===== src/rtl/pack_pkg.sv =====
// Package: shared operation codes and width constants for the pixel pack unit.
// Assumes a 64-bit datapath; op codes are decoded by the result selector.
package pack_pkg;
    localparam int WORD_W = 64;

    typedef enum logic [1:0] {
        OP_PIX16 = 2'd0,
        OP_PIX32 = 2'd1,
        OP_FIX16 = 2'd2,
        OP_RSVD  = 2'd3
    } pack_op_e;
endpackage


===== src/rtl/pack_lane_sat.sv =====
// Module: one conversion lane. Sign-extends the input lane to WIDE_W bits,
// shifts it left by the scale, shifts right arithmetically by RSH and clamps
// to [LO, HI], returning the low OUT_W bits of the clamped value.
// Assumes IN_W + 2**SCL_W - 1 < WIDE_W so the left shift never loses bits.
module pack_lane_sat #(
    parameter int     IN_W   = 16,
    parameter int     SCL_W  = 4,
    parameter int     RSH    = 7,
    parameter int     OUT_W  = 8,
    parameter int     WIDE_W = 64,
    parameter longint LO     = 0,
    parameter longint HI     = 255
) (
    input  logic [IN_W-1:0]  lane_in,
    input  logic [SCL_W-1:0] scale,
    output logic [OUT_W-1:0] lane_out
);
    localparam int EXT_W = WIDE_W - IN_W;
    localparam logic signed [WIDE_W-1:0] LO_W = WIDE_W'(LO);
    localparam logic signed [WIDE_W-1:0] HI_W = WIDE_W'(HI);

    logic signed [WIDE_W-1:0] ext_val;
    logic signed [WIDE_W-1:0] scaled_val;
    logic signed [WIDE_W-1:0] adj_val;

    // Widen, scale up, then scale down by the fixed amount.
    always_comb begin
        ext_val    = {{EXT_W{lane_in[IN_W-1]}}, lane_in};
        scaled_val = ext_val <<< scale;
        adj_val    = scaled_val >>> RSH;
    end

    // Clamp to the destination range.
    always_comb begin
        if (adj_val < LO_W)
            lane_out = LO_W[OUT_W-1:0];
        else if (adj_val > HI_W)
            lane_out = HI_W[OUT_W-1:0];
        else
            lane_out = adj_val[OUT_W-1:0];
    end
endmodule


===== src/rtl/pack_result_sel.sv =====
// Module: assembles the 64-bit result word for the selected operation from
// the lane outputs and, for the merged byte pack, the merge operand.
// Assumes lane outputs are already clamped; purely combinational.
module pack_result_sel
    import pack_pkg::*;
#(
    parameter int W = 64
) (
    input  logic [1:0]   op_sel,
    input  logic [31:0]  pix16_bytes,
    input  logic [15:0]  pix32_bytes,
    input  logic [31:0]  fix_halves,
    input  logic [W-1:0] merge_src,
    output logic [W-1:0] result
);
    localparam int HALF = W / 2;
    localparam logic [W-1:0] HOLE_MASK = ~{{(HALF-8){1'b0}}, 8'hFF, {(HALF-8){1'b0}}, 8'hFF};

    logic [W-1:0] merged;

    // Byte-shifted copy of the merge operand with the two lane bytes inserted.
    always_comb begin
        merged              = (merge_src << 8) & HOLE_MASK;
        merged[7:0]         = pix32_bytes[7:0];
        merged[HALF+7:HALF] = pix32_bytes[15:8];
    end

    // Pick the result for the operation code.
    always_comb begin
        case (pack_op_e'(op_sel))
            OP_PIX16: result = {{(W-32){1'b0}}, pix16_bytes};
            OP_PIX32: result = merged;
            OP_FIX16: result = {{(W-32){1'b0}}, fix_halves};
            default:  result = '0;
        endcase
    end
endmodule


===== src/rtl/pixel_pack_unit.sv =====
// Module: top of the scaled saturating pack unit. Extracts the scale fields
// from the status word, runs the lane converters for all three operations
// in parallel, selects the result and registers it with a valid flag.
// Assumes a synchronous active-low reset; status is loaded elsewhere.
module pixel_pack_unit
    import pack_pkg::*;
#(
    parameter int N16 = 4,
    parameter int N32 = 2
) (
    input  logic        clk,
    input  logic        rst_n,
    input  logic        in_valid,
    input  logic [1:0]  op_sel,
    input  logic [63:0] status,
    input  logic [63:0] merge_src,
    input  logic [63:0] lane_src,
    output logic        out_valid,
    output logic [63:0] out_data
);
    localparam int SCL16_W = 4;
    localparam int SCL32_W = 5;
    localparam int SCL_LSB = 3;

    logic [SCL16_W-1:0] scale16;
    logic [SCL32_W-1:0] scale32;
    logic [8*N16-1:0]   pix16_bytes;
    logic [8*N32-1:0]   pix32_bytes;
    logic [16*N32-1:0]  fix_halves;
    logic [63:0]        result;
    logic               unused_bits;

    // Scale fields from the status word.
    always_comb begin
        scale16 = status[SCL_LSB +: SCL16_W];
        scale32 = status[SCL_LSB +: SCL32_W];
    end

    assign unused_bits = ^{status[63:8], status[2:0], merge_src[63:56], merge_src[31:24]};

    // Four 16-bit lanes to unsigned bytes.
    for (genvar k = 0; k < N16; k++) begin : g_pix16
        pack_lane_sat #(.IN_W(16), .SCL_W(SCL16_W), .RSH(7), .OUT_W(8),
                        .WIDE_W(WORD_W), .LO(0), .HI(255)) u_lane (
            .lane_in (lane_src[16*k +: 16]),
            .scale   (scale16),
            .lane_out(pix16_bytes[8*k +: 8])
        );
    end

    // Two 32-bit lanes to unsigned bytes, and to signed halves.
    for (genvar k = 0; k < N32; k++) begin : g_lane32
        pack_lane_sat #(.IN_W(32), .SCL_W(SCL32_W), .RSH(23), .OUT_W(8),
                        .WIDE_W(WORD_W), .LO(0), .HI(255)) u_byte (
            .lane_in (lane_src[32*k +: 32]),
            .scale   (scale32),
            .lane_out(pix32_bytes[8*k +: 8])
        );
        pack_lane_sat #(.IN_W(32), .SCL_W(SCL32_W), .RSH(16), .OUT_W(16),
                        .WIDE_W(WORD_W), .LO(-32768), .HI(32767)) u_fix (
            .lane_in (lane_src[32*k +: 32]),
            .scale   (scale32),
            .lane_out(fix_halves[16*k +: 16])
        );
    end

    pack_result_sel #(.W(WORD_W)) u_sel (
        .op_sel     (op_sel),
        .pix16_bytes(pix16_bytes),
        .pix32_bytes(pix32_bytes),
        .fix_halves (fix_halves),
        .merge_src  (merge_src),
        .result     (result)
    );

    // Output register with valid flag; data holds while idle.
    always_ff @(posedge clk) begin
        if (!rst_n) begin
            out_valid <= 1'b0;
            out_data  <= '0;
        end else begin
            out_valid <= in_valid;
            if (in_valid)
                out_data <= result;
        end
    end


    valid_follow_chk: assert property (@(posedge clk) disable iff (!rst_n)
        in_valid |=> out_valid);

    idle_hold_chk: assert property (@(posedge clk) disable iff (!rst_n)
        !in_valid |=> (!out_valid && $stable(out_data)));

    pix16_upper_zero_chk: assert property (@(posedge clk) disable iff (!rst_n)
        (in_valid && op_sel == 2'd0) |=> (out_data[63:32] == 32'd0));

    merge_copy_chk: assert property (@(posedge clk) disable iff (!rst_n)
        (in_valid && op_sel == 2'd1) |=>
            (out_data[31:8] == $past(merge_src[23:0]) &&
             out_data[63:40] == $past(merge_src[55:32])));

    fix_upper_zero_chk: assert property (@(posedge clk) disable iff (!rst_n)
        (in_valid && op_sel == 2'd2) |=> (out_data[63:32] == 32'd0));

    rsvd_zero_chk: assert property (@(posedge clk) disable iff (!rst_n)
        (in_valid && op_sel == 2'd3) |=> (out_data == 64'd0));
endmodule


===== config.mk =====
export PLATFORM = sky130hd
export DESIGN_NAME = pixel_pack_unit
export DESIGN_NICKNAME = d
export VERILOG_FILES = /design/src/rtl/pack_pkg.sv /design/src/rtl/pack_lane_sat.sv /design/src/rtl/pack_result_sel.sv /design/src/rtl/pixel_pack_unit.sv
export SDC_FILE = /design/constraint.sdc
export NUM_CORES = 1
export LEC_CHECK = 0
export BUFFER_PORTS_ARGS = -buffer_cell sky130_fd_sc_hd__buf_2
export CAP_MARGIN = 20
export CORE_AREA = 3 3 175 177
export DETAILED_ROUTE_END_ITERATION = 8
export DIE_AREA = 0 0 178 180
export PLACE_DENSITY = 0.61
export SYNTH_ARGS = -nofsm -noshare
export SYNTH_HDL_FRONTEND = slang
export SYNTH_SLANG_ARGS = --single-unit

===== constraint.sdc =====
create_clock -name clk -period 5.9 [get_ports clk]
set_clock_uncertainty 0.05 [all_clocks]
set_input_delay 0 -clock clk [delete_from_list [all_inputs] [get_ports clk]]
set_output_delay 0 -clock clk [all_outputs]
set_load 0.02 [all_outputs]

==> results of run 1 <==
## layout make-up
cell class,instances,share of cell area (%)
multi-input combinational,1110,68.6
timing repair buffer,249,12.8
sequential,65,10.9
tap,390,4.10
clock buffer,10,2.01
clock inverter,5,0.873
inverter,19,0.599
## power by group through the flow
stage	registers, W	logic (W)	clock network, W
2_1_floorplan	0.000494	0.000576	0
3_3_place_gp	0.000473	0.000881	0
3_5_place_dp	0.000474	0.000879	0
4_1_cts	0.000465	0.000903	0.000623
5_1_grt	0.000466	0.000996	0.000638
6_report	0.000465	0.000934	0.000610
## state kept, by name, summed over array words and instances (netlist names)
name,count
out_valid,1
out_data,64
## stage by stage
stage	setup WS, ns	util [%]	instances
4_1_cts	1.79	40.4	1847
6_report	1.63	40.5	1848
5_1_grt	1.44	40.5	1848
2_1_floorplan	2.98	-	1322
3_3_place_gp	1.53	37.9	1793
3_5_place_dp	1.49	37.9	1793
## routing by layer
metal	vias up	part of all wire, %	track usage [%]
met2	783	40	36.2
met3	68	12	6.10
met1	5737	46	40.6
li1	5354	-	-
met5	-	0	0
met4	0	2.3	6.53
## kinds of logic (layout without fill, tap and decap cells)
logic type      after synthesis  count (layout)  synth area share [%]
simple gates                479             479                  22.3
compound gates              416             416                  26.8
mux                         215             215                  30.9
buf+inv                     147             283                  7.25
flops                        65              65                  12.8
## synth_stat cells (10+ instances only)
master	number
nor4_1	10
nor2_1	103
nand3_1	57
nand2_1	154
a21oi_1	70
o21ai_0	112
o21ai_1	10
o22ai_1	27
o211ai_1	21
buf_4	21
mux2_2	45
a31oi_1	23
nand2b_1	35
nor3_1	33
a221oi_1	19
mux4_2	66
and2_1	11
inv_1	15
a21boi_0	25
a211oi_1	18
mux2i_1	97
clkbuf_1	57
buf_2	26
nor2b_1	30
buf_1	15
dfxtp_1	65
## worst max path at each step
stage,startpoint,to,slack (ns)
final,status[4],out_data[13],1.63
after global routing,status[4],out_data[10],1.44
after CTS,status[4],out_data[13],1.79
after detailed placement,status[4],out_data[13],1.49
after global placement,status[4],out_data[13],1.53
after floorplan,status[4],out_data[17],2.98
## timing repair
| action | 4_1_cts | 5_1_grt |
|---|---|---|
| endpoints found under the setup margin | 0 | 0 |
| setup buffers | 0 | 0 |
| endpoints found under the hold margin | 39 | 0 |
| hold buffers | 39 | 0 |
## worst register-to-register path, stage by stage, from the launching register on
cell and delay (ns):
dfxtp_1 0.30, nor2b_1 0.14, a221oi_1 0.26, a31oi_1 0.12
==> results.py, run 1 <==
metrics = {
    "min_path": {
        "hold_path.class": "in2reg",
        "hold_start": "merge_src[14]",
        "hold-path-endpoint": "out_data[22]",
        "min_path_cells": 5,
    },
    "synth": {
        "synth_top_area_cell": "mux4_2",
        "synth.cell_area_um2": 10200,
        "yosys_register_bits": 65,
        "synth_enable_flop_cells": 0,
        "synthCells": 1322,
        "yosys-top-cells-area": "mux4_2 15%, dfxtp_1 13%, mux2i_1 9.5%, nand2_1 5.7%, o21ai_0 5.5%",
        "async_flop_share_pct": 0,
        "ys_seq_area_share_pct": 12.8,
        "synth_ff_type": "dfxtp_1",
        "synth_top_area_share_pct": 14.6,
        "ys_types": 75,
        "synth_warnings": 0,
        "syn_nets": 1519,
        "avgSynthCellArea_um2": 7.72,
    },
    "setup_path": {
        "rrSetupSlack_ns": 4.89,
        "crit_family": "compound AO/OA/AOI/OAI gates",
        "worst-path-buf-inv": 1,
        "reg2reg_depth": 3,
        "r2r-start": "out_data[5]",
        "cp_max_fo": 100,
        "cp_slowest_cell": "mux4_1",
        "cp.depth": 10,
        "crit_chain": "buf_6 -> mux4_1 -> o311ai_0 -> o221ai_1 -> or4_1 -> nor4b_1 -> o2111a_1 -> a41oi_1 -> o21ai_0 -> a21oi_1",
        "worstPathArrival_ns": 4.41,
        "worstReg2RegEnd": "out_data[5]",
        "cp_slowest_stage_delay_ns": 0.79,
        "startpoint_type": "input pin",
        "end_kind": "register",
        "critical_path_class": "in2reg",
        "critPathRequiredTime_ns": 6.04,
    },
    "sta": {
        "slew_viol_final": 0,
        "finalCriticalPeriod_ns": 4.27,
        "post-route-period-util_pct": 72.4,
        "tightest_slew_ns": 1.08,
        "whs_ns": 0.0211,
        "hold_viol": 0,
        "fmax_mhz": 234,
        "slew_headroom_pct": 27.9,
        "rsz0062_at_grt": "no",
        "setup_viol": 0,
        "setup_tns_ns": 0,
    },
    "drt": {
        "route.detailed.wl_per_inst_um": 24.1,
        "vias_per_cell": 6.46,
        "firstDrtPassIters": 6,
        "wirelength_mm": 44.4,
        "route.detailed.drc": 0,
        "first_iter_violations": 1695,
        "postRouteAntennaNets": 0,
        "vias": 11900,
    },
    "power_and_ir_drop": {
        "p_clk_share_pct": 30.4,
        "combPwrFrac_pct": 46.5,
        "power_density_nw_per_um2": 169,
        "power_w": 0.00201,
        "p_leak_nw": 4.55,
        "switching_share_pct": 38.8,
        "p_sw_w": 0.000779,
        "p_int_w": 0.00123,
        "power_frac_seq_pct": 23.1,
        "peakVddDrop_mv": 0.113,
    },
    "cells_and_area": {
        "final_nets": 1651,
        "drive_above_1_share_pct": 24.1,
        "most-common-layout-cells": "182 x buf_2, 154 x nand2_1, 112 x o21ai_0, 103 x nor2_1, 97 x mux2i_1",
        "multi_input_area_um2": 8170,
        "fill_cells": 3000,
        "syn_to_final_growth_pct": 16.6,
        "finalInstanceArea_um2": 11900,
        "final_common_cell": "buf_2",
        "diodes": 0,
        "regArea_um2": 1300,
    },
    "cts": {
        "cts-root-buf": "clkbuf_16",
        "clkLatencyLatePin_ns": 0.32,
        "cts.repair.resized": 0,
        "h-tree-depth": 3,
        "clock_sinks": 65,
        "cts_buffer_depth": 2,
        "path_clk_slew_ns": 0.06,
        "tritoncts": "yes",
        "cts_made_buffers": 9,
    },
    "global_routing": {
        "grt_max_degree": 101,
        "grt.total_usage_pct": 26.3,
        "grt_first_pass_wirelength_mm": 67.1,
        "grt_pass1_vias": 10900,
        "grt-ovfl-total": 0,
        "antenna_found_initial": 1,
    },
    "die": {
        "die_w_um": 178,
        "core_um2": 29400,
        "dieArea_um2": 32000,
        "dieHeight_um": 180,
        "start_util_pct": 34.7,
        "pin_count": 262,
        "rows": 63,
    },
    "placement": {
        "dp_hpwl_mm": 33.5,
        "port_buffers": 186,
        "place_area_um2": 11200,
        "globalplace.congestion": 0.997,
    },
    "flow_run": {
        "cap_violations": 0,
    },
    "run_status": {
        "status": "finished clean",
    },
}
Note: power is estimated with default switching activity, not from simulation.
==> run 2, diff against run 1 <==
--- a/config.mk
+++ b/config.mk
@@ -10,7 +10,7 @@
 export CORE_AREA = 3 3 175 177
 export DETAILED_ROUTE_END_ITERATION = 8
 export DIE_AREA = 0 0 178 180
-export PLACE_DENSITY = 0.61
+export PLACE_DENSITY = 0.63
 export SYNTH_ARGS = -nofsm -noshare
 export SYNTH_HDL_FRONTEND = slang
 export SYNTH_SLANG_ARGS = --single-unit
==> constraint.sdc (replaced) <==
create_clock -name clk -period 3.7 [get_ports clk]
set_clock_uncertainty 0.05 [all_clocks]
set_input_delay 0 -clock clk [delete_from_list [all_inputs] [get_ports clk]]
set_output_delay 0 -clock clk [all_outputs]
set_load 0.02 [all_outputs]
==> run 2 against run 1 <==
Effect of this change:
- combinational power increased by 68%
- count of clock-buffer cells in the layout increased by 2
- die area unchanged
- flip-flop and latch count unchanged
- core utilization increased by 1.6 points
- register-to-register slack got worse by 2.2 ns
- critical endpoint is now out_data[7]
- largest power group unchanged
==> results.py, run 2 (synthesis gave the netlist of run 1 again) <==
metrics = {
    "die": {
        "start_util_pct": 34.7,
        "core_um2": 29400,
        "pin_count": 262,
        "dieHeight_um": 180,
        "dieArea_um2": 32000,
        "die_w_um": 178,
        "rows": 63,
    },
    "cts": {
        "cts_setup_buffers": 0,
        "cts_made_buffers": 9,
        "cts_buffer_depth": 2,
        "clock_sinks": 65,
        "clkLatencyLatePin_ns": 0.33,
        "cts-root-buf": "clkbuf_16",
        "tritoncts": "yes",
        "h-tree-depth": 3,
        "path_clk_slew_ns": 0.05,
    },
    "sta": {
        "rsz0062_at_grt": "no",
        "setup_tns_ns": 0,
        "slew_headroom_pct": 37.9,
        "slew_viol_final": 0,
        "tightest_slew_ns": 0.925,
        "finalCriticalPeriod_ns": 3.29,
        "setup_viol": 0,
        "hold_viol": 0,
        "worst_slack_ns": 0.411,
        "fmax_mhz": 304,
        "post-route-period-util_pct": 88.9,
    },
    "setup_path": {
        "timing.critical_path.from": "status[3]",
        "worstPathArrival_ns": 3.49,
        "critPathRequiredTime_ns": 3.90,
        "reg2reg_depth": 3,
        "end_kind": "register",
        "critical_path_class": "in2reg",
        "r2r-start": "out_data[6]",
        "startpoint_type": "input pin",
        "cp_max_fo": 49,
    },
    "min_path": {
        "hold_start": "merge_src[43]",
        "hold_path.class": "in2reg",
        "min_path_cells": 3,
    },
    "global_routing": {
        "grt_pass1_vias": 11100,
        "grt.total_usage_pct": 26.4,
        "grt-ovfl-total": 0,
        "grt_max_degree": 86,
        "grt_first_pass_wirelength_mm": 67.3,
        "antenna_found_initial": 1,
    },
    "power_and_ir_drop": {
        "combPwrFrac_pct": 49.8,
        "p_sw_w": 0.00126,
        "p_leak_nw": 4.84,
        "power_frac_seq_pct": 23.5,
        "p_clk_share_pct": 26.7,
        "switching_share_pct": 39.8,
        "power_density_nw_per_um2": 256,
        "p_int_w": 0.00190,
        "peakVddDrop_mv": 0.191,
    },
    "drt": {
        "postRouteAntennaNets": 0,
        "first_iter_violations": 1716,
        "wirelength_mm": 45.0,
        "vias_per_cell": 6.37,
        "vias": 12200,
        "route.detailed.wl_per_inst_um": 23.6,
        "route.detailed.drc": 0,
        "firstDrtPassIters": 8,
    },
    "placement": {
        "port_buffers": 186,
        "globalplace.congestion": 0.991,
        "place_area_um2": 11700,
        "dp.cells": 1854,
        "dp_hpwl_mm": 34.6,
        "dp_slack_ns": 0.201,
    },
    "cells_and_area": {
        "final_common_cell": "buf_2",
        "regMostFlops": "out_data",
        "most-common-layout-cells": "182 x buf_2, 154 x nand2_1, 112 x o21ai_0, 103 x nor2_1, 97 x mux2i_1",
        "final_nets": 1712,
        "finalInstanceArea_um2": 12400,
        "reg_top3": "out_data x64, out_valid x1",
        "largest_reg_flops": 64,
        "drive_above_1_share_pct": 27.1,
        "fill_cells": 3039,
        "syn_to_final_growth_pct": 21.2,
        "final_cell_count_no_fill": 1909,
        "diodes": 0,
        "finish.utilization_pct": 42.0,
    },
    "run_status": {
        "status": "finished clean",
    },
    "flow_run": {
        "cap_violations": 0,
    },
}
## run 2: final cells by class
cell class | instances | area (µm²) | share of cell area, %
Clock buffer | 12 | 256 | 2.08
Clock inverter | 3 | 40.0 | 0.324
Inverter | 19 | 71.3 | 0.577
Multi-Input combinational cell | 1110 | 8170 | 66.1
Sequential cell | 65 | 1300 | 10.5
Tap cell | 390 | 488 | 3.95
Timing Repair Buffer | 310 | 2040 | 16.5
## run 2: power groups by stage
| stage | clock network [W] | registers (W) | logic (W) |
|---|---|---|---|
| after floorplan | 0 | 0.000788 | 0.000918 |
| after global placement | 0 | 0.000755 | 0.00148 |
| after detailed placement | 0 | 0.000756 | 0.00148 |
| after CTS | 0.000860 | 0.000741 | 0.00152 |
| after global routing | 0.000891 | 0.000744 | 0.00167 |
| final | 0.000845 | 0.000742 | 0.00157 |
## run 2: stage by stage
| step | hold slack [ns] | power, W |
|---|---|---|
| after detailed placement | 0.240 | 0.00224 |
| after global placement | 0.236 | 0.00224 |
| after global routing | 0.00998 | 0.00331 |
| after floorplan | 0.124 | 0.00171 |
| after CTS | 0.00000847 | 0.00312 |
| final | 0.0109 | 0.00316 |
## run 2: path summary, 6_finish.rpt
kind	endpoint	slack [ns]
setup / recovery	out_data[7]	0.41
hold / removal	out_data[51]	0.01
setup reg to reg	out_data[6]	2.69
hold reg to reg	out_data[39]	0.40
## run 2: metal layers
metal / part of all wire, % / vias up / track usage, %
met1: 44 / 5808 / 39.6
met4: 1.4 / 2 / 4.52
met5: 0.071 / - / 0
met3: 13 / 50 / 7.82
li1: - / 5481 / -
met2: 41 / 814 / 37.6
## run 2: what timing repair did
item,4_1_cts,5_1_grt
gates resized for setup,0,0
hold buffers,39,0
endpoints found under the hold margin,39,0
## run 2: worst max-delay path, stage by stage
cell and delay [ns]:
buf_4 0.28, buf_12 0.27, and2_1 0.40, a222oi_1 0.22, buf_4 0.21, a2111oi_0 0.51
nand2_1 0.13, nand3_1 0.11, nand4_1 0.11, o32ai_2 0.78, o21ai_0 0.26, a31oi_1 0.21
==> run 3, diff against run 2 <==
--- a/config.mk
+++ b/config.mk
@@ -11,6 +11,7 @@
 export DETAILED_ROUTE_END_ITERATION = 8
 export DIE_AREA = 0 0 178 180
 export PLACE_DENSITY = 0.63
+export SLEW_MARGIN = 30
 export SYNTH_ARGS = -nofsm -noshare
 export SYNTH_HDL_FRONTEND = slang
 export SYNTH_SLANG_ARGS = --single-unit
==> constraint.sdc (replaced) <==
create_clock -name clk -period 3.7 [get_ports clk]
set_clock_uncertainty 0.05 [all_clocks]
set_input_delay 0 -clock clk [delete_from_list [all_inputs] [get_ports clk]]
set_output_delay 0 -clock clk [all_outputs]
set_load 0.1 [all_outputs]
==> run 3 against run 2 <==
Effect of this change:
- via count decreased by 0.51%
- clock power decreased by 0.7%
- final cell count about the same
- final area about the same
- combinational power increased by 10%
- core utilization about the same
- global-route usage decreased by 0.093 points
- total power increased by 4.8%
- count of clock-buffer cells in the layout decreased by 1
- critical path depth unchanged
- critical path type unchanged
==> results.py, run 3 (synthesis gave the netlist of run 1 again) <==
metrics = {
    "cts": {
        "cts-root-buf": "clkbuf_16",
        "path_clk_slew_ns": 0.05,
        "cts_buffer_depth": 2,
        "tritoncts": "yes",
        "clkLatencyLatePin_ns": 0.33,
        "cts_made_buffers": 9,
        "cts.repair.resized": 0,
        "h-tree-depth": 3,
        "clock_sinks": 65,
    },
    "sta": {
        "setup_tns_ns": 0,
        "fmax_mhz": 304,
        "hold_viol": 0,
        "slew_headroom_pct": 40.5,
        "slew_viol_final": 0,
        "rsz0062_at_grt": "no",
        "whs_ns": 0.0169,
        "tightest_slew_ns": 0.886,
        "finalCriticalPeriod_ns": 3.29,
        "setup_viol": 0,
        "post-route-period-util_pct": 88.9,
    },
    "drt": {
        "postRouteAntennaNets": 0,
        "route.detailed.wl_per_inst_um": 23.5,
        "route.detailed.drc": 0,
        "firstDrtPassIters": 6,
        "vias_per_cell": 6.33,
        "vias": 12100,
        "wirelength_mm": 44.8,
        "first_iter_violations": 1776,
    },
    "cells_and_area": {
        "final_nets": 1712,
        "most-common-layout-cells": "182 x buf_2, 154 x nand2_1, 112 x o21ai_0, 103 x nor2_1, 97 x mux2i_1",
        "finalInstanceArea_um2": 12400,
        "largest_reg_flops": 64,
        "multi_input_area_um2": 8170,
        "final_common_cell": "buf_2",
        "regMostFlops": "out_data",
        "final_cell_count_no_fill": 1910,
        "reg_top3": "out_data x64, out_valid x1",
        "syn_to_final_growth_pct": 21.2,
        "regArea_um2": 1300,
        "fill_cells": 3016,
        "drive_above_1_share_pct": 27.2,
        "diodes": 0,
    },
    "power_and_ir_drop": {
        "switching_share_pct": 43.0,
        "p_leak_nw": 4.84,
        "combPwrFrac_pct": 52.3,
        "p_sw_w": 0.00143,
        "power_frac_seq_pct": 22.4,
        "p_int_w": 0.00189,
        "p_clk_share_pct": 25.3,
        "peakVddDrop_mv": 0.248,
        "power_density_nw_per_um2": 268,
        "power_w": 0.00331,
    },
    "global_routing": {
        "grtUsageMet2_pct": 37.2,
        "grt_first_pass_wirelength_mm": 66.9,
        "grt_use_met3_pct": 6.89,
        "grt-ovfl-total": 0,
        "grt_max_degree": 86,
        "busiest_layer": "met1",
        "grtUsageMet1_pct": 39.7,
        "grt.total_usage_pct": 26.3,
        "grt_pass1_vias": 11000,
        "antenna_found_initial": 0,
    },
    "setup_path": {
        "cp_slowest_stage_delay_ns": 0.61,
        "crit_family": "compound AO/OA/AOI/OAI gates",
        "worstPathArrival_ns": 3.44,
        "rrSetupSlack_ns": 2.69,
        "cp_max_fo": 24,
        "end_kind": "register",
        "cp_slowest_cell": "mux4_1",
        "critPathRequiredTime_ns": 3.85,
        "crit_chain": "buf_6 -> mux4_1 -> o311ai_0 -> o221ai_1 -> or4_1 -> nor4b_1 -> buf_4 -> o2111a_1 -> a41oi_1 -> buf_4 -> o21ai_0 -> a21oi_1",
        "crit_path_frequent_cell": "buf_4",
        "critical_path_class": "in2reg",
        "startpoint_type": "input pin",
        "worst-path-buf-inv": 3,
    },
    "die": {
        "pin_count": 262,
        "start_util_pct": 34.7,
        "rows": 63,
        "dieArea_um2": 32000,
        "die_w_um": 178,
        "dieHeight_um": 180,
        "core_um2": 29400,
    },
    "placement": {
        "dp.cells": 1854,
        "port_buffers": 186,
        "globalplace.congestion": 0.991,
        "dp_hpwl_mm": 34.6,
        "place_area_um2": 11700,
    },
    "min_path": {
        "hold_path.class": "in2reg",
    },
    "flow_run": {
        "cap_violations": 0,
    },
    "run_status": {
        "status": "finished clean",
    },
}
-- run 3: area by class of cell --
cell class,count,area share (%)
multi-input cells,1110,66.1
well taps,390,3.95
clock inverters,5,0.445
repair buffers,310,16.5
flip-flops and latches,65,10.5
clock buffers,11,1.96
inverters,19,0.577
-- run 3: what timing repair did --
action	in CTS	in global routing
hold endpoints to repair	40	0
hold buffers	40	0
buffers inserted	0	0
-- run 3: final timing paths --
kind / from / depth (start not counted) / end
worst max-delay path: status[4] / 12 / out_data[13]
worst max register to register: out_data[6] / 3 / out_data[6]
worst min register to register: out_data[39] / 2 / out_data[39]
worst min-delay path: merge_src[15] / 5 / out_data[23]
-- run 3: metrics by stage --
| stage | util [%] | setup WS (ns) |
|---|---|---|
| after CTS | 42.1 | 0.479 |
| final | 42.1 | 0.411 |
| after global routing | 42.1 | 0.203 |
| after floorplan | - | 0.775 |
| after detailed placement | 39.7 | 0.170 |
| after global placement | 39.7 | 0.187 |
-- run 3: worst register-to-register path: cells and delay by family (launching register included) --
family / cells / cell delay, ns
AO/OA/AOI/OAI: 2 / 0.38
flip-flops: 1 / 0.31
AND/OR/NAND/NOR: 1 / 0.14
-- run 3: power by group through the flow --
stage          logic, W  clock network [W]  registers, W
2_1_floorplan  0.000919                  0      0.000949
3_3_place_gp    0.00165                  0      0.000755
3_5_place_dp    0.00164                  0      0.000756
4_1_cts         0.00168           0.000856      0.000741
5_1_grt         0.00183           0.000884      0.000744
6_report        0.00173           0.000839      0.000742
-- run 3: routing by layer --
metal	vias up	wire, µm	part of all wire (%)
met2	810	18400	41
met4	2	876	2.0
li1	5471	-	-
met3	61	5640	13
met5	-	70	0.16
met1	5749	19900	44
